$ cat config.mk
export PLATFORM = sky130hd
export DESIGN_NAME = strap_cfg_regs
export DESIGN_NICKNAME = d
export VERILOG_FILES = /design/src/rtl/strap_cfg_pkg.sv /design/src/rtl/strap_cfg_sync.sv /design/src/rtl/strap_cfg_ctrl.sv /design/src/rtl/strap_cfg_datapath.sv /design/src/rtl/strap_cfg_regs.sv
export SDC_FILE = /design/constraint.sdc
export NUM_CORES = 1
export LEC_CHECK = 0
export BUFFER_PORTS_ARGS = -buffer_cell sky130_fd_sc_hd__buf_2
export CORE_MARGIN = 4
export CORE_UTILIZATION = 51
export DETAILED_ROUTE_END_ITERATION = 8
export PLACE_DENSITY_LB_ADDON = 0.1
export REMOVE_ABC_BUFFERS = 1
export SYNTH_ARGS = -nofsm -noshare
export SYNTH_HDL_FRONTEND = slang
export SYNTH_HIERARCHICAL = 1
export SYNTH_SLANG_ARGS = --single-unit
$ cat constraint.sdc
create_clock -name clk -period 3.85 [get_ports clk]
set_input_delay 0.385 -clock clk [delete_from_list [all_inputs] [get_ports clk]]
set_output_delay 0.385 -clock clk [all_outputs]
set_load 0.05 [all_outputs]
$ cat src/rtl/strap_cfg_pkg.sv
package strap_cfg_pkg;
  localparam int REG_W      = 16;
  localparam int REG_ADDR_W = 5;
  localparam int NUM_SHARED = 10;
  localparam int SHARED_W   = $clog2(NUM_SHARED);

  localparam logic [REG_ADDR_W-1:0] REG_CTRL  = 5'd0;
  localparam logic [REG_ADDR_W-1:0] REG_MEDIA = 5'd19;

  localparam int BIT_SPEED  = 13;
  localparam int BIT_ANEG   = 12;
  localparam int BIT_DUPLEX = 8;
  localparam int BIT_FIBER  = 2;

  typedef struct packed {
    logic loadStraps;
    logic wrEnable;
    logic rdEnable;
  } ctrl_strobe_t;

  function automatic logic isImplemented(input logic [REG_ADDR_W-1:0] r);
    return (r <= 5'd6) || ((r >= 5'd16) && (r <= 5'd20));
  endfunction

  function automatic logic isShared(input logic [REG_ADDR_W-1:0] r);
    return isImplemented(r) && (r != REG_CTRL) && (r != REG_MEDIA);
  endfunction

  function automatic logic [SHARED_W-1:0] sharedIdx(input logic [REG_ADDR_W-1:0] r);
    logic [SHARED_W-1:0] idx;
    if (r <= 5'd6)       idx = SHARED_W'(r - 5'd1);
    else if (r <= 5'd18) idx = SHARED_W'(r - 5'd10);
    else                 idx = SHARED_W'(9);
    return idx;
  endfunction
endpackage

$ cat src/rtl/strap_cfg_sync.sv
module strap_cfg_sync #(
  parameter int WIDTH  = 1,
  parameter int STAGES = 2
) (
  input  logic             clk,
  input  logic             rstN,
  input  logic [WIDTH-1:0] din,
  output logic [WIDTH-1:0] dout
);
  logic [WIDTH-1:0] stageQ [STAGES];

  generate
    for (genvar s = 0; s < STAGES; s++) begin : g_stage
      if (s == 0) begin : g_first
        always_ff @(posedge clk or negedge rstN) begin
          if (!rstN) stageQ[0] <= '0;
          else       stageQ[0] <= din;
        end
      end else begin : g_next
        always_ff @(posedge clk or negedge rstN) begin
          if (!rstN) stageQ[s] <= '0;
          else       stageQ[s] <= stageQ[s-1];
        end
      end
    end
  endgenerate

  assign dout = stageQ[STAGES-1];
endmodule

$ cat src/rtl/strap_cfg_ctrl.sv
module strap_cfg_ctrl
  import strap_cfg_pkg::*;
#(
  parameter int SYNC_STAGES = 2
) (
  input  logic         clk,
  input  logic         rstN,
  input  logic         manualSync,
  input  logic         mgmtWrEn,
  input  logic         mgmtRdEn,
  output ctrl_strobe_t strobe
);
  localparam int CNT_W = $clog2(SYNC_STAGES + 1);

  typedef enum logic [1:0] {ST_WAIT, ST_SEED, ST_RUN} ctrl_state_e;

  ctrl_state_e stateQ, stateD;
  logic [CNT_W-1:0] cntQ, cntD;

  always_comb begin
    stateD = stateQ;
    cntD   = cntQ;
    unique case (stateQ)
      ST_WAIT: begin
        if (cntQ == CNT_W'(SYNC_STAGES - 1)) stateD = ST_SEED;
        else                                 cntD   = cntQ + 1'b1;
      end
      ST_SEED: stateD = ST_RUN;
      default: stateD = ST_RUN;
    endcase
  end

  always_ff @(posedge clk or negedge rstN) begin
    if (!rstN) begin
      stateQ <= ST_WAIT;
      cntQ   <= '0;
    end else begin
      stateQ <= stateD;
      cntQ   <= cntD;
    end
  end

  always_comb begin
    strobe.loadStraps = (stateQ == ST_SEED) || ((stateQ == ST_RUN) && manualSync);
    strobe.wrEnable   = (stateQ == ST_RUN) && !manualSync && mgmtWrEn;
    strobe.rdEnable   = mgmtRdEn;
  end

  // seeding happens in a single cycle and is followed by normal operation
  assert_seed_once_R3: assert property (@(posedge clk) disable iff (!rstN)
    (stateQ == ST_SEED) |=> (stateQ == ST_RUN));

  // once running, the mode pin alone selects refresh versus write access
  assert_run_exclusive_R1: assert property (@(posedge clk) disable iff (!rstN)
    (stateQ == ST_RUN) |-> !(strobe.loadStraps && strobe.wrEnable));
endmodule

$ cat src/rtl/strap_cfg_datapath.sv
module strap_cfg_datapath
  import strap_cfg_pkg::*;
#(
  parameter int NUM_PORTS = 4,
  parameter int PORT_W    = $clog2(NUM_PORTS)
) (
  input  logic                       clk,
  input  logic                       rstN,
  input  ctrl_strobe_t               strobe,
  input  logic                       autoNegSync,
  input  logic                       speedSync,
  input  logic                       fullDuplexSync,
  input  logic                       fiberDuplexSync,
  input  logic [NUM_PORTS-1:0]       fiberSync,
  input  logic [PORT_W-1:0]          mgmtPort,
  input  logic [REG_ADDR_W-1:0]      mgmtReg,
  input  logic [REG_W-1:0]           mgmtWrData,
  input  logic [REG_W-1:0]           mgmtWrMask,
  output logic [REG_W-1:0]           rdData,
  output logic                       rdValid,
  output logic [NUM_PORTS*REG_W-1:0] ctrlFlat,
  output logic [NUM_PORTS*REG_W-1:0] mediaFlat
);
  logic [REG_W-1:0] ctrlReg   [NUM_PORTS];
  logic [REG_W-1:0] mediaReg  [NUM_PORTS];
  logic [REG_W-1:0] sharedReg [NUM_SHARED];
  logic [NUM_SHARED*REG_W-1:0] sharedFlat;

  function automatic logic [REG_W-1:0] maskedMerge(input logic [REG_W-1:0] oldVal,
                                                   input logic [REG_W-1:0] data,
                                                   input logic [REG_W-1:0] mask);
    return (oldVal & ~mask) | (data & mask);
  endfunction

  generate
    for (genvar p = 0; p < NUM_PORTS; p++) begin : g_port
      logic portHit;
      logic isFiber;
      logic [REG_W-1:0] ctrlD, mediaD;

      assign portHit = strobe.wrEnable && (mgmtPort == PORT_W'(p));
      assign isFiber = fiberSync[p];

      always_comb begin
        ctrlD  = ctrlReg[p];
        mediaD = mediaReg[p];
        if (portHit && (mgmtReg == REG_CTRL))
          ctrlD = maskedMerge(ctrlD, mgmtWrData, mgmtWrMask);
        if (portHit && (mgmtReg == REG_MEDIA))
          mediaD = maskedMerge(mediaD, mgmtWrData, mgmtWrMask);
        if (strobe.loadStraps) begin
          ctrlD[BIT_SPEED]  = isFiber | speedSync;
          ctrlD[BIT_ANEG]   = !isFiber & autoNegSync;
          ctrlD[BIT_DUPLEX] = isFiber ? fiberDuplexSync : fullDuplexSync;
          mediaD[BIT_FIBER] = isFiber;
        end
      end

      always_ff @(posedge clk or negedge rstN) begin
        if (!rstN) begin
          ctrlReg[p]  <= '0;
          mediaReg[p] <= '0;
        end else begin
          ctrlReg[p]  <= ctrlD;
          mediaReg[p] <= mediaD;
        end
      end

      assign ctrlFlat[p*REG_W +: REG_W]  = ctrlReg[p];
      assign mediaFlat[p*REG_W +: REG_W] = mediaReg[p];

      // a refresh on a fiber port forces speed, clears auto-negotiation, sets fiber select
      assert_fiber_force_R4: assert property (@(posedge clk) disable iff (!rstN)
        (strobe.loadStraps && fiberSync[p]) |=>
          (ctrlFlat[p*REG_W + BIT_SPEED] && !ctrlFlat[p*REG_W + BIT_ANEG] &&
           mediaFlat[p*REG_W + BIT_FIBER] &&
           (ctrlFlat[p*REG_W + BIT_DUPLEX] == $past(fiberDuplexSync))));

      // a refresh on a twisted-pair port copies the global pins and clears fiber select
      assert_tp_follow_R6: assert property (@(posedge clk) disable iff (!rstN)
        (strobe.loadStraps && !fiberSync[p]) |=>
          (!mediaFlat[p*REG_W + BIT_FIBER] &&
           (ctrlFlat[p*REG_W + BIT_SPEED] == $past(speedSync)) &&
           (ctrlFlat[p*REG_W + BIT_DUPLEX] == $past(fullDuplexSync))));

      // unmasked bits of the addressed control register are kept
      assert_mask_keep_R10: assert property (@(posedge clk) disable iff (!rstN)
        (portHit && (mgmtReg == REG_CTRL) && !strobe.loadStraps) |=>
          ((ctrlFlat[p*REG_W +: REG_W] & ~$past(mgmtWrMask)) ==
           ($past(ctrlFlat[p*REG_W +: REG_W]) & ~$past(mgmtWrMask))));
    end

    for (genvar i = 0; i < NUM_SHARED; i++) begin : g_shared
      logic hit;
      assign hit = strobe.wrEnable && isShared(mgmtReg) &&
                   (sharedIdx(mgmtReg) == SHARED_W'(i));
      always_ff @(posedge clk or negedge rstN) begin
        if (!rstN)    sharedReg[i] <= '0;
        else if (hit) sharedReg[i] <= maskedMerge(sharedReg[i], mgmtWrData, mgmtWrMask);
      end
      assign sharedFlat[i*REG_W +: REG_W] = sharedReg[i];
    end
  endgenerate

  logic [REG_W-1:0] rdMux;
  always_comb begin
    rdMux = '0;
    if (mgmtReg == REG_CTRL)       rdMux = ctrlReg[mgmtPort];
    else if (mgmtReg == REG_MEDIA) rdMux = mediaReg[mgmtPort];
    else if (isShared(mgmtReg))    rdMux = sharedReg[sharedIdx(mgmtReg)];
  end

  always_ff @(posedge clk or negedge rstN) begin
    if (!rstN) begin
      rdData  <= '0;
      rdValid <= 1'b0;
    end else begin
      rdValid <= strobe.rdEnable;
      if (strobe.rdEnable) rdData <= rdMux;
    end
  end

  // while the pins own the registers, the shared registers never move
  assert_locked_shared_R1: assert property (@(posedge clk) disable iff (!rstN)
    strobe.loadStraps |=> $stable(sharedFlat));

  // without a refresh or a write nothing in the register file changes
  assert_hold_idle_R2: assert property (@(posedge clk) disable iff (!rstN)
    (!strobe.loadStraps && !strobe.wrEnable) |=>
      ($stable(ctrlFlat) && $stable(mediaFlat) && $stable(sharedFlat)));

  // unimplemented register numbers read back as zero
  assert_unimpl_zero_R8: assert property (@(posedge clk) disable iff (!rstN)
    (strobe.rdEnable && !isImplemented(mgmtReg)) |=> (rdData == '0));

  // valid strobe follows the request by exactly one cycle
  assert_read_valid_R9: assert property (@(posedge clk) disable iff (!rstN)
    strobe.rdEnable |=> rdValid);
  assert_read_quiet_R9: assert property (@(posedge clk) disable iff (!rstN)
    !strobe.rdEnable |=> !rdValid);
endmodule

$ cat src/rtl/strap_cfg_regs.sv
module strap_cfg_regs
  import strap_cfg_pkg::*;
#(
  parameter int NUM_PORTS   = 4,
  parameter int SYNC_STAGES = 2,
  parameter int PORT_W      = $clog2(NUM_PORTS)
) (
  input  logic                       clk,
  input  logic                       rstN,
  input  logic                       manualModePin,
  input  logic                       autoNegPin,
  input  logic                       speedPin,
  input  logic                       fullDuplexPin,
  input  logic                       fiberDuplexPin,
  input  logic [NUM_PORTS-1:0]       mediaFiberPin,
  input  logic                       mgmtWrEn,
  input  logic                       mgmtRdEn,
  input  logic [PORT_W-1:0]          mgmtPort,
  input  logic [REG_ADDR_W-1:0]      mgmtReg,
  input  logic [REG_W-1:0]           mgmtWrData,
  input  logic [REG_W-1:0]           mgmtWrMask,
  output logic [REG_W-1:0]           rdData,
  output logic                       rdValid,
  output logic [NUM_PORTS*REG_W-1:0] ctrlRegOut,
  output logic [NUM_PORTS*REG_W-1:0] mediaRegOut
);
  localparam int PIN_W = NUM_PORTS + 5;

  logic [PIN_W-1:0] pinRaw, pinSync;
  ctrl_strobe_t strobe;

  assign pinRaw = {mediaFiberPin, fiberDuplexPin, fullDuplexPin, speedPin,
                   autoNegPin, manualModePin};

  strap_cfg_sync #(.WIDTH(PIN_W), .STAGES(SYNC_STAGES)) u_sync (
    .clk  (clk),
    .rstN (rstN),
    .din  (pinRaw),
    .dout (pinSync)
  );

  strap_cfg_ctrl #(.SYNC_STAGES(SYNC_STAGES)) u_ctrl (
    .clk        (clk),
    .rstN       (rstN),
    .manualSync (pinSync[0]),
    .mgmtWrEn   (mgmtWrEn),
    .mgmtRdEn   (mgmtRdEn),
    .strobe     (strobe)
  );

  strap_cfg_datapath #(.NUM_PORTS(NUM_PORTS), .PORT_W(PORT_W)) u_dp (
    .clk             (clk),
    .rstN            (rstN),
    .strobe          (strobe),
    .autoNegSync     (pinSync[1]),
    .speedSync       (pinSync[2]),
    .fullDuplexSync  (pinSync[3]),
    .fiberDuplexSync (pinSync[4]),
    .fiberSync       (pinSync[PIN_W-1:5]),
    .mgmtPort        (mgmtPort),
    .mgmtReg         (mgmtReg),
    .mgmtWrData      (mgmtWrData),
    .mgmtWrMask      (mgmtWrMask),
    .rdData          (rdData),
    .rdValid         (rdValid),
    .ctrlFlat        (ctrlRegOut),
    .mediaFlat       (mediaRegOut)
  );
endmodule

==> implementation parameters <==
Parameter                              Value

Yosys
  Cell with the most instances after synthesis ... sky130_fd_sc_hd__dfrtp_1
  Most frequently used flop master after synthesis ... sky130_fd_sc_hd__dfrtp_1
  Ranking of synthesized cells by area ... sky130_fd_sc_hd__dfrtp_1, sky130_fd_sc_hd__mux2_2, sky130_fd_sc_hd__nand2_1
  Share of the synthesized area in the top cell type ... 47.46%
  Distinct cell type count of the synthesized netlist ... 82
  Share of flip-flops with an asynchronous set or reset ... 100.0%
  Share of synthesized area occupied by flip-flops and latches ... 47.46%
  Cell type contributing the most total cell area after synthesis ... sky130_fd_sc_hd__dfrtp_1
  Number of instances in the synthesized netlist ... 1521
  Most instantiated cells after synthesis ... sky130_fd_sc_hd__dfrtp_1, sky130_fd_sc_hd__nand2_1, sky130_fd_sc_hd__mux2_2, sky130_fd_sc_hd__mux2_1, sky130_fd_sc_hd__clkbuf_1
  Netlist Area Pre-Place ... 17240 um2
  Count of warnings emitted by yosys ... 6
  Avg Synthesized Cell Area ... 11.33 um2
  Count of state elements after synthesis ... 327
  EDFF count, synth ... 0

Drt
  Vias per std cell ... 6.085
  DRC viols ... 0
  Wire length after detailed routing ... 54090 um
  DR vias ... 13290
  Total iterations of the first detailed-routing run ... 7
  Initial detailed-routing violation count ... 1221
  Post-route antenna net violation count ... 0
  Post-detailed-route wirelength per cell ... 24.77 um

Die
  Number of primary I/O pins ... 197
  Die outline area ... 36810 um2
  Width of the die ... 191.9 um
  Die extent in y ... 191.9 um
  Starting density of the core ... 51.54%
  Area of the placeable core ... 33450 um2
  Number of rows in the core area ... 67

Worst setup path
  Buffers & Inverters on Critical Path ... 2
  Type of the setup path with the least slack ... input pin to flop
  Worst R2R Path Depth ... 7
  Worst endpoint required time ... 4.26 ns
  Critical Path Source Type ... input pin
  Crit path cell chain ... buf_2 > ha_1 > a211o_1 > a21oi_2 > a22oi_1 > buf_12 > nor3_4 > nand2_1 > mux2_1
  Maximum net fanout on the critical path ... 16
  Logic depth of the worst setup path including buffers ... 9
  Slowest Stage Delay on Critical Path ... 0.79 ns
  CP max-delay cell ... sky130_fd_sc_hd__nor3_4
  Capturing element type of the critical path ... flop
  Data arrival time of the critical path ... 3.36 ns
  Top delay family on crit path ... compound AO/OA/AOI/OAI gates

Power and ir drop
  Comb power frac ... 15.0%
  Clk pwr share ... 42.5%
  Leakage power figure ... 9.747 nW
  Switching Power ... 2.478 mW
  Ratio of total power to cell area ... 440.6 nW/um2
  Sequential power share ... 42.5%
  Net switching share of the total power ... 27.88%
  Peak VDD IR ... 0.0003502 V
  Internal power consumption ... 6.412 mW

GRT
  Global route total overflow ... 0
  Global-route wire length before repair ... 81260 um
  Met1 Use GR ... 42.84%
  Pin count of the biggest net entering global routing ... 78
  Grt peak-use layer ... met2
  Total routing resource utilization after global routing ... 29.22%
  Grt met2 use ... 45.76%
  Initial antenna violation count ... 2
  Met3 GRT Util ... 4.925%
  Via count of the first global-routing pass ... 13060

Place
  Worst slack, placed ... 0.4065 ns
  Global placer's final weighted congestion ... 0.9572
  Count of buffers inserted at the top-level ports ... 196
  DP HPWL ... 35290 um
  Placed cell count ... 2106

STA
  Maximum clock skew at final layout ... 0.01157 ns
  Highest achievable clock rate ... 339.2 MHz
  Unrepaired setup endpoints after global routing ... no
  Minimum clock period ... 2.948 ns
  Slew Limit Headroom ... 16.60%
  Post-route worst setup slack ... 0.9022 ns
  Fin. Hold Viols ... 0
  Tcrit/Tclk final ... 76.57%
  Worst-margin pin slew ... 1.250 ns
  Post-Route Setup TNS ... 0 ns
  Final max-slew violation count ... 0
  Final-report setup violation count ... 0

Flow run
  Max_cap viols ... 0

Cells and area
  Final cell count without fillers ... 2184
  Final net count ... 1768
  P&R area growth vs syn ... 17.03%
  Fraction of final layout cells sized beyond drive strength 1 ... 36.64%
  Number of inserted diodes ... 0

Clocking
  Number of clock sinks ... 327
  Number of H-tree levels ... 2
  CTS max path bufs ... 3
  Post-CTS clock slew at the launch and capture registers of the worst setup and hold paths ... 0.06 ns
  # Post-CTS Setup Buffers ... 0
  Hold Buf Count CTS ... 10
  Clock tree from TritonCTS ... done
  Post-cts gate resize count ... 0
  Clk_lat worst skew ... 0.54 ns
  CTS Root Cell ... sky130_fd_sc_hd__clkbuf_16
  TritonCTS Buffers ... 38

Run status
  Outcome ... completed

Hold path
  Type of the tightest min-delay check ... input pin to flop
  Cell depth of the worst hold path ... 2
-- kinds of logic after synthesis --
family | count (synthesis) | synth area share, %
AND/OR/NAND/NOR | 430 | 11.73
adder cells (fa/ha/maj) | 8 | 0.5806
XOR/XNOR | 3 | 0.1524
multiplexers | 355 | 25.25
AO/OA/AOI/OAI | 250 | 10.55
buffers and inverters | 148 | 4.275
flip-flops | 327 | 47.46
-- metal layers --
layer,wire (um),up-vias
met1,24380,6872
li1,-,5851
met3,3698,74
met2,24940,488
met5,33,-
met4,1044,4
-- cells in the final DEF (no fill, tap or decap), types with 7 or more instances in the layout --
cell type,count
sky130_fd_sc_hd__nand3_1,21
sky130_fd_sc_hd__nand2_2,11
sky130_fd_sc_hd__buf_4,69
sky130_fd_sc_hd__mux2_2,213
sky130_fd_sc_hd__clkinv_2,10
sky130_fd_sc_hd__a311oi_1,10
sky130_fd_sc_hd__mux2_4,10
sky130_fd_sc_hd__a21boi_0,8
sky130_fd_sc_hd__a2bb2oi_1,10
sky130_fd_sc_hd__buf_2,195
sky130_fd_sc_hd__a22o_1,9
sky130_fd_sc_hd__a211o_1,8
sky130_fd_sc_hd__dlygate4sd3_1,10
sky130_fd_sc_hd__ha_1,8
sky130_fd_sc_hd__nor2_1,44
sky130_fd_sc_hd__mux4_2,32
sky130_fd_sc_hd__a222oi_1,7
sky130_fd_sc_hd__dfrtp_1,327
sky130_fd_sc_hd__nand2_1,285
sky130_fd_sc_hd__clkbuf_16,41
sky130_fd_sc_hd__o21ai_0,29
sky130_fd_sc_hd__mux2i_1,33
sky130_fd_sc_hd__mux2_1,66
sky130_fd_sc_hd__and2_1,9
sky130_fd_sc_hd__nand2b_1,10
sky130_fd_sc_hd__inv_1,14
sky130_fd_sc_hd__o22ai_1,39
sky130_fd_sc_hd__a21oi_1,34
sky130_fd_sc_hd__a22oi_1,25
-- cell type report --
class	instances	area [um2]
Sequential cell	327	8183
Timing Repair Buffer	280	1709
Clock buffer	51	1114
Fill cell	2850	13270
Clock inverter	17	193.9
Tap cell	448	560.5
Multi-Input combinational cell	1046	8361
Inverter	15	56.30
-- final timing paths --
check | start | endpoint | slack, ns
max in group asynchronous | rstN | async pin | 2.42
worst min-delay path | mgmtWrData[12] | flop | 0.31
min in group asynchronous | rstN | async pin | 0.42
worst max register to register | u_ctrl/stateQ[0] | flop | 1.08
worst max-delay path | mgmtReg[2] | flop | 0.90
worst min register to register | u_sync/stageQ[14] | u_sync/dout[5] | 0.34
-- per-stage QoR --
| step | power (mW) | hold slack (ns) | util (%) | area [um2] |
|---|---|---|---|---|
| after detailed placement | 5.152 | 0.3347 | 56.11 | 18770 |
| after global routing | 9.207 | 0.3389 | 60.32 | 20180 |
| after CTS | 8.937 | 0.3021 | 60.32 | 20180 |
| final | 8.890 | 0.3139 | 60.32 | 20180 |
| after floorplan | 4.565 | 0.08941 | - | 16560 |
| after global placement | 5.133 | 0.3320 | 56.11 | 18770 |
-- power by group through the flow --
| stage | Combinational, mW | Sequential [mW] | Clock, mW |
|---|---|---|---|
| 6_report | 1.33 | 3.78 | 3.78 |
| 5_1_grt | 1.42 | 3.80 | 3.99 |
| 4_1_cts | 1.33 | 3.78 | 3.83 |
| 3_5_place_dp | 1.32 | 3.84 | 0 |
| 3_3_place_gp | 1.30 | 3.83 | 0 |
| 2_1_floorplan | 0.542 | 4.02 | 0 |
Note: power is estimated with default switching activity, not from simulation.
